### src/rtl/qport_pkg.sv
package qport_pkg;
  // encoding is {cfga bit, cfgb bit}
  typedef enum logic [1:0] {
    MODE_OD = 2'b00,
    MODE_HZ = 2'b01,
    MODE_QB = 2'b10,
    MODE_PP = 2'b11
  } pin_mode_e;

  typedef enum logic [1:0] {
    SEL_DATA = 2'd0,
    SEL_CFGA = 2'd1,
    SEL_CFGB = 2'd2,
    SEL_RSVD = 2'd3
  } reg_sel_e;
endpackage

### src/rtl/qport_regs.sv
module qport_regs
  import qport_pkg::*;
#(
  parameter int               WIDTH    = 8,
  parameter logic [WIDTH-1:0] RST_CFGA = '1
) (
  input  logic                     clk_i,
  input  logic                     rst_ni,
  input  logic                     wr_en_i,
  input  logic                     bit_mode_i,
  input  logic [1:0]               sel_i,
  input  logic [$clog2(WIDTH)-1:0] bit_idx_i,
  input  logic [WIDTH-1:0]         wdata_i,
  output logic [WIDTH-1:0]         data_o,
  output logic [WIDTH-1:0]         cfga_o,
  output logic [WIDTH-1:0]         cfgb_o
);
  logic [WIDTH-1:0] mask, nval;

  always_comb begin
    mask = bit_mode_i ? (WIDTH'(1) << bit_idx_i) : '1;
    nval = bit_mode_i ? {WIDTH{wdata_i[0]}} : wdata_i;
  end

  always_ff @(posedge clk_i or negedge rst_ni) begin
    if (!rst_ni) begin
      data_o <= '1;
      cfga_o <= RST_CFGA;
      cfgb_o <= '0;
    end else if (wr_en_i) begin
      case (reg_sel_e'(sel_i))
        SEL_DATA: data_o <= (data_o & ~mask) | (nval & mask);
        SEL_CFGA: cfga_o <= (cfga_o & ~mask) | (nval & mask);
        SEL_CFGB: cfgb_o <= (cfgb_o & ~mask) | (nval & mask);
        default: ;
      endcase
    end
  end

  a_r2_reserved_ignored: assert property (@(posedge clk_i) disable iff (!rst_ni)
    (wr_en_i && sel_i == SEL_RSVD) |=> ($stable(data_o) && $stable(cfga_o) && $stable(cfgb_o)));

  a_r3_bit_write_local: assert property (@(posedge clk_i) disable iff (!rst_ni)
    (wr_en_i && bit_mode_i && sel_i == SEL_DATA) |=> $countones(data_o ^ $past(data_o)) <= 1);
endmodule

### src/rtl/qport_sync.sv
module qport_sync #(
  parameter int WIDTH = 8
) (
  input  logic             clk_i,
  input  logic             rst_ni,
  input  logic [WIDTH-1:0] d_i,
  output logic [WIDTH-1:0] q_o
);
  logic [WIDTH-1:0] meta;

  always_ff @(posedge clk_i or negedge rst_ni) begin
    if (!rst_ni) begin
      meta <= '0;
      q_o  <= '0;
    end else begin
      meta <= d_i;
      q_o  <= meta;
    end
  end
endmodule

### src/rtl/qport_pin.sv
module qport_pin
  import qport_pkg::*;
#(
  parameter int PULSE_CYC = 2,
  parameter bit RESTRICT  = 1'b0
) (
  input  logic      clk_i,
  input  logic      rst_ni,
  input  logic      latch_i,
  input  logic      alt_i,
  input  pin_mode_e mode_i,
  output logic      strong_o,
  output logic      weak_o,
  output logic      pd_o
);
  localparam int CW = $clog2(PULSE_CYC + 1);

  logic          drv, drv_q, rise, pulse;
  logic [CW-1:0] cnt;
  pin_mode_e     eff;

  assign drv   = latch_i & alt_i;
  assign rise  = drv & ~drv_q;
  assign pulse = rise | (cnt != '0);

  // pulse timer runs in every mode so a rise is tracked across mode writes
  always_ff @(posedge clk_i or negedge rst_ni) begin
    if (!rst_ni) begin
      drv_q <= 1'b1;
      cnt   <= '0;
    end else begin
      drv_q <= drv;
      if (rise)            cnt <= CW'(PULSE_CYC - 1);
      else if (cnt != '0)  cnt <= cnt - 1'b1;
    end
  end

  generate
    if (RESTRICT) begin : g_restrict
      assign eff = (mode_i == MODE_HZ) ? MODE_HZ : MODE_OD;
    end else begin : g_free
      assign eff = mode_i;
    end
  endgenerate

  always_comb begin
    strong_o = 1'b0;
    weak_o   = 1'b0;
    pd_o     = 1'b0;
    case (eff)
      MODE_OD: pd_o = ~drv;
      MODE_QB: begin
        pd_o     = ~drv;
        weak_o   = drv;
        strong_o = drv & pulse;
      end
      MODE_PP: begin
        pd_o     = ~drv;
        strong_o = drv;
      end
      default: ;
    endcase
  end

  // checker: length of a strong run in quasi-bidirectional mode
  logic [CW:0] run;
  always_ff @(posedge clk_i or negedge rst_ni) begin
    if (!rst_ni)                           run <= '0;
    else if (strong_o && eff == MODE_QB)   run <= run + 1'b1;
    else                                   run <= '0;
  end

  a_r5_pulse_bounded: assert property (@(posedge clk_i) disable iff (!rst_ni)
    run <= (CW+1)'(PULSE_CYC));

  a_r6_hz_quiet: assert property (@(posedge clk_i) disable iff (!rst_ni)
    (mode_i == MODE_HZ) |-> (!strong_o && !weak_o && !pd_o));

  a_r7_no_fight: assert property (@(posedge clk_i) disable iff (!rst_ni)
    !(pd_o && (strong_o || weak_o)));

  a_r4_od_no_pullup: assert property (@(posedge clk_i) disable iff (!rst_ni)
    (mode_i == MODE_OD) |-> (!strong_o && !weak_o));

  generate
    if (RESTRICT) begin : g_chk
      a_r8_never_pulls_up: assert property (@(posedge clk_i) disable iff (!rst_ni)
        !(strong_o || weak_o));
    end
  endgenerate
endmodule

### src/rtl/qport_ctrl.sv
module qport_ctrl
  import qport_pkg::*;
#(
  parameter int               WIDTH     = 8,
  parameter int               PULSE_CYC = 2,
  parameter bit               I2C_EN    = 1'b1,
  parameter logic [WIDTH-1:0] I2C_PINS  = 'hC0
) (
  input  logic                     clk_i,
  input  logic                     rst_ni,
  input  logic                     wr_en_i,
  input  logic                     bit_mode_i,
  input  logic [1:0]               sel_i,
  input  logic [$clog2(WIDTH)-1:0] bit_idx_i,
  input  logic [WIDTH-1:0]         wdata_i,
  input  logic                     pin_rd_i,
  output logic [WIDTH-1:0]         rdata_o,
  input  logic [WIDTH-1:0]         alt_i,
  input  logic [WIDTH-1:0]         pin_i,
  output logic [WIDTH-1:0]         pu_strong_o,
  output logic [WIDTH-1:0]         pu_weak_o,
  output logic [WIDTH-1:0]         pd_o
);
  localparam logic [WIDTH-1:0] RMASK    = I2C_EN ? I2C_PINS : '0;
  localparam logic [WIDTH-1:0] RST_CFGA = ~RMASK;

  logic [WIDTH-1:0] data_q, cfga_q, cfgb_q, pin_s;

  qport_regs #(.WIDTH(WIDTH), .RST_CFGA(RST_CFGA)) i_regs (
    .clk_i, .rst_ni, .wr_en_i, .bit_mode_i, .sel_i, .bit_idx_i, .wdata_i,
    .data_o(data_q), .cfga_o(cfga_q), .cfgb_o(cfgb_q)
  );

  qport_sync #(.WIDTH(WIDTH)) i_sync (
    .clk_i, .rst_ni, .d_i(pin_i), .q_o(pin_s)
  );

  for (genvar n = 0; n < WIDTH; n++) begin : g_pin
    qport_pin #(.PULSE_CYC(PULSE_CYC), .RESTRICT(RMASK[n])) i_pin (
      .clk_i, .rst_ni,
      .latch_i (data_q[n]),
      .alt_i   (alt_i[n]),
      .mode_i  (pin_mode_e'({cfga_q[n], cfgb_q[n]})),
      .strong_o(pu_strong_o[n]),
      .weak_o  (pu_weak_o[n]),
      .pd_o    (pd_o[n])
    );
  end

  always_comb begin
    if (pin_rd_i) rdata_o = pin_s;
    else begin
      case (reg_sel_e'(sel_i))
        SEL_DATA: rdata_o = data_q;
        SEL_CFGA: rdata_o = cfga_q;
        SEL_CFGB: rdata_o = cfgb_q;
        default:  rdata_o = '0;
      endcase
    end
  end
endmodule

### config.mk
export PLATFORM = sky130hd
export DESIGN_NAME = qport_ctrl
export DESIGN_NICKNAME = d
export VERILOG_FILES = /design/src/rtl/qport_pkg.sv /design/src/rtl/qport_regs.sv /design/src/rtl/qport_sync.sv /design/src/rtl/qport_pin.sv /design/src/rtl/qport_ctrl.sv
export SDC_FILE = /design/constraint.sdc
export NUM_CORES = 1
export LEC_CHECK = 0
export CORE_MARGIN = 2
export CORE_UTILIZATION = 34
export DETAILED_ROUTE_END_ITERATION = 10
export PLACE_DENSITY_LB_ADDON = 0.3
export SYNTH_ARGS = -nofsm -noshare
export SYNTH_HDL_FRONTEND = slang
export SYNTH_HIERARCHICAL = 1
export SYNTH_SLANG_ARGS = --single-unit
### constraint.sdc
create_clock -name clk_i -period 4.41 [get_ports clk_i]
set_clock_uncertainty 0.2 [all_clocks]
set_input_delay 0.882 -clock clk_i [delete_from_list [all_inputs] [get_ports clk_i]]
set_output_delay 0.882 -clock clk_i [all_outputs]
set_load 0.005 [all_outputs]
**After elaboration in Yosys (flattened, before gate mapping)**

Cells that the tools add are included.

- Add/subtract/negate cells: 8
- Equality and inequality tests: 20
- Shift operators: 1
- Mux-type cells: 46
- Bitwise operators: 56
- Reduce and logical (&&, ||, !) cells: 36

Operators with widths:

| cell | count |
|---|---|
| 2-bit equality test (second input constant) | 17 |
| 8-bit AND | 4 |
| 2-bit 2-to-1 mux | 16 |
| 2-bit nonzero test | 16 |
| 1-bit AND | 24 |
| 8-bit 2-to-1 mux | 3 |
| 8-bit bitwise OR | 3 |
| 8-bit one-hot mux with 3 select lines | 1 |
| 3-bit OR reduction | 8 |
| 2-bit logical NOT | 9 |
| 1-bit 2-to-1 mux | 18 |
| 1-bit inverter | 16 |
| 1-bit one-hot mux with 2 select lines | 8 |
| 2-bit by 1-bit subtractor with 2-bit output (second input constant) | 8 |
| 8-bit inverter | 1 |
| 1-bit bitwise OR | 8 |
| 1-bit by 3-bit left shift with 8-bit output (first input constant) | 1 |
| 2-bit by 1-bit equality test with 1-bit output (second input constant) | 3 |
| 2-bit AND reduction | 3 |

- Register bits after elaboration: 64
- Input bits: 34
- Output and inout bits: 32

**Depth between registers and ports, before layout**

Gate-level depths: netlist of run 1.

- Depth after elaboration: 5
- Mapped depth: 4
- Mapped depth without buffers: 4

**Cells and area by module**

The synthesis of run 1 kept the hierarchy.

Modules (own cells, without submodules):

| module | instances | cells each | area an instance (µm²) | sequential area each (µm²) |
|---|---|---|---|---|
| qport_regs | 1 | 102 | 1219.9 | 618.1 |
| qport_pin at g_pin[0].i_pin ... | 6 | 18 | 168.9 | 76.3 |
| qport_sync | 1 | 16 | 400.4 | 400.4 |
| qport_ctrl | 1 | 28 | 312.8 | 0.0 |
| qport_pin at g_pin[6].i_pin ... | 2 | 5 | 35.0 | 0.0 |

**Worst setup path after synthesis of run 1**

No wires, ideal clock.

- Path kind: input-to-output
- Start: input sel_i[1]
- End: output rdata_o[5]
- Arrival time: 1724 ps
- Required time: 3328 ps
- Slack: 1604 ps
- Stages: 4
- Path buffers: 2
- Path through: buf_6 > buf_8 > mux2_4 > a221o_1

- Cells in the longest elaborated chain, start to end: 3
- Elaborated cells on any way between the ends: 5

Ends and longest elaborated chain:

| what | RTL line | text |
|---|---|---|
| start: declaration | qport_ctrl.sv:13 | `input logic [1:0] sel_i,` |
| 2-bit equality test, or another cell as far along | qport_ctrl.sv:53 | `case (reg_sel_e'(sel_i))` |
| 8-bit one-hot mux with 3 select lines * | qport_ctrl.sv:53 |  |
| 8-bit 2-to-1 mux * | qport_ctrl.sv:51 | `if (pin_rd_i) rdata_o = pin_s;` |
| end: declaration | qport_ctrl.sv:17 | `output logic [WIDTH-1:0] rdata_o,` |

Mark *: on every way between the ends. The rest lies on a longest branch, timed or not.

**Final worst setup path of run 1**

- Start: input pin_rd_i
- End: output rdata_o[5]

- Cells in the longest elaborated chain, start to end: 1

Ends and longest elaborated chain:

| what | RTL line | text |
|---|---|---|
| start: declaration | qport_ctrl.sv:16 | `input logic pin_rd_i,` |
| 8-bit 2-to-1 mux | qport_ctrl.sv:51 |  |

No other way between the ends.

==> run summary, run 1 <==
Post-CTS Hold Buffers - 0
Period minus WS final - 3.96 ns
Post-Route WL - 6450 um
initial antenna violation count - 0
drt pass-1 iters - 4
number of vias per cell - 4.88
Root Buffer - clkbuf_8
fraction of layout cells with a size suffix above 1 - 0.264
CTS sink cnt - 58
synthesized cell area - 3020 um^2
Setup TNS Final - 0 ns
WP data required - 3.33 ns
die area - 9640 um^2
Largest delay share family, worst path - buffers and inverters
critical path class - primary input to output pin
hold slack - 0.149 ns
worst flop-to-flop path startpoint - g_pin[2].i_pin/cnt[0]
Tightest Hold Check Type - flop to flop
Async S/R FF share, synth - 1.00
register area share after synthesis - 0.489
Final Instance Area - 3880 um^2
count of filler cells inserted in the layout - 845
diodes inserted - 0
input/output buffers - 61
unrepaired setup endpoints after global routing - false
Area Overhead vs Synth - 28.6%
Power Dens Cells - 462 nW/um^2
Final setup viols - 0
Synth Register Bits - 58
Post-DP HPWL - 4640 um
DRC viols - 0
deepest clock path buffer count - 2
DP Area - 3720 um^2
P_leak - 1.69 nW
Clock transition at path regs - 0.06 ns
Period Utilization, post-route - 0.898
min-delay src - i_sync/meta[1]
critical path endpoint category - output pin
Die X - 98.2 um
# nets final - 372
status - complete, no violations
most frequent CP cell - clkdlybuf4s50_1
wire length per cell - 14.5 um
IO Count - 66
delay of the slowest cell on the worst path - 0.65 ns
remaining global-route overflow - 0
Worst Max-Slew Pin Slew - 0.766 ns
Avg Synthesized Cell Area - 11.4 um^2
initial drt markers - 72
CTS buffer count - 9
global-route wire length before repair - 10,700 um
Syn. warnings - 6
Final Hold Viols - 0
EDFF count, synth - 0
post-synth cell types - 32
CTS tree - done
WP data arrival - 2.88 ns
Setup crit start kind - primary input
post-CTS sizing - 0
Initial Utilization - 0.348
clock latency on the worst-skew pair - 0.33 ns
Global Route Usage Sum - 0.142
Top FF cell, synth - dfrtp_1
vias in the first global route - 2,174
crit path max-delay cell type - nor2_1
DR vias - 2,171
FMAX - 0.253 GHz
Core ar. - 8680 um^2
crit path from - pin_rd_i
Die H - 98.2 um
Max Cap Viol - 0
GPL Wtd Cong - 0.741
Synth Instances - 264
htree depth - 3
FP Rows - 34
ANT nets after route - 0
pin count of the biggest net entering global routing - 31
Peak VDD IR - 0.234 mV
Worst Path Buf+Inv - 2
max-slew violation count - 0
CP max FO - 8
CP Cell Sequence - clkdlybuf4s50_1, nor2_1, a221o_1, clkdlybuf4s50_1
Max-slew headroom - 0.487
post-CTS setup buffer count - 0
-- routing by layer --
| metal | vias up | track usage | part of all wire |
|---|---|---|---|
| met1 | 1054 | 0.190 | 0.48 |
| met4 | 0 | 0.0643 | 0.021 |
| li1 | 1061 | - | - |
| met2 | 45 | 0.221 | 0.46 |
| met5 | - | 0 | 0 |
| met3 | 11 | 0.0315 | 0.037 |
-- cells in the mapped netlist, drive strengths merged (4+ instances only) --
| library cell | instances | share of area |
|---|---|---|
| inv | 33 | 0.041 |
| ha | 6 | 0.025 |
| or2 | 6 | 0.012 |
| dfstp | 20 | 0.17 |
| a2bb2oi | 6 | 0.030 |
| or3b | 4 | 0.012 |
| nand2 | 13 | 0.016 |
| a21oi | 21 | 0.035 |
| mux2 | 32 | 0.12 |
| xor2 | 6 | 0.017 |
| and4bb | 8 | 0.033 |
| o21a | 6 | 0.015 |
| nand3b | 5 | 0.015 |
| a221o | 8 | 0.027 |
| nand3 | 7 | 0.012 |
| nor2 | 7 | 0.0087 |
| a31oi | 6 | 0.012 |
| o21ai | 13 | 0.022 |
| dfrtp | 38 | 0.32 |
| buf | 10 | 0.027 |
-- final timing paths --
path                            cells past startpoint                    end  slack [ns]
worst max register to register                      4  g_pin[2].i_pin/cnt[1]        3.12
worst min register to register                      0          i_sync/q_o[1]        0.15
worst min-delay path                                0          i_sync/q_o[1]        0.15
max in group asynchronous                           2   g_pin[1].i_pin/drv_q        2.76
worst max-delay path                                4             rdata_o[5]        0.45
min in group asynchronous                           1  g_pin[2].i_pin/cnt[0]        0.37
-- report_power, final --
part	leakage (nW)	switching (mW)	internal, mW	total, mW
registers	0.660	0.0975	0.694	0.791
clock network	0.0872	0.199	0.217	0.415
logic	0.940	0.250	0.335	0.586
-- final cells by class --
class / count / area [um^2] / share of cell area
inverter: 33 / 124 / 0.0319
clock buffer: 13 / 149 / 0.0384
timing repair buffer: 66 / 643 / 0.166
multi-input combinational: 164 / 1340 / 0.345
tap: 108 / 135 / 0.0348
sequential: 58 / 1480 / 0.381
clock inverter: 3 / 15.0 / 0.00387
-- cells by family (layout without fill, tap and decap cells) --
logic type	after synthesis	count (layout)	synth area share
other cells	2	4	0.00249
xor+xnor	6	6	0.0174
fa+ha+maj	6	6	0.0249
flops	58	58	0.489
mux	32	32	0.123
buf+inv	44	115	0.0697
compound gates	63	63	0.156
simple gates	53	53	0.117
-- layout by cell type, fill, tap and decap left out, drive strengths merged --
cell	count
xor2	6
dfstp	20
clkdlybuf4s50	60
nor2	7
nand2	13
a31oi	6
clkinv	3
nand3b	5
or3b	4
a2bb2oi	6
o31ai	1
ha	6
and4bb	8
conb	4
o21ai	13
a221o	8
clkbuf	13
o21a	6
or2	6
nand2b	3
a22oi	2
a21oi	21
mux2	32
dfrtp	38
inv	33
buf	6
nand3	7
-- stage by stage --
step	worst slack, ns	power [mW]	cells	util
after floorplan	1.60	1.17	266	-
after global placement	0.485	1.37	429	0.428
after detailed placement	0.462	1.39	429	0.428
after CTS	0.455	1.82	445	0.447
after global routing	0.363	1.94	445	0.447
final	0.452	1.79	445	0.447
(Power assumes the default switching activity.)
==> run 2: changes to the inputs <==
Settings changed: GPL_ROUTABILITY_DRIVEN from default to 0.
==> results of run 2 <==
Final layout, timing and power as in run 1 (identical DEF).
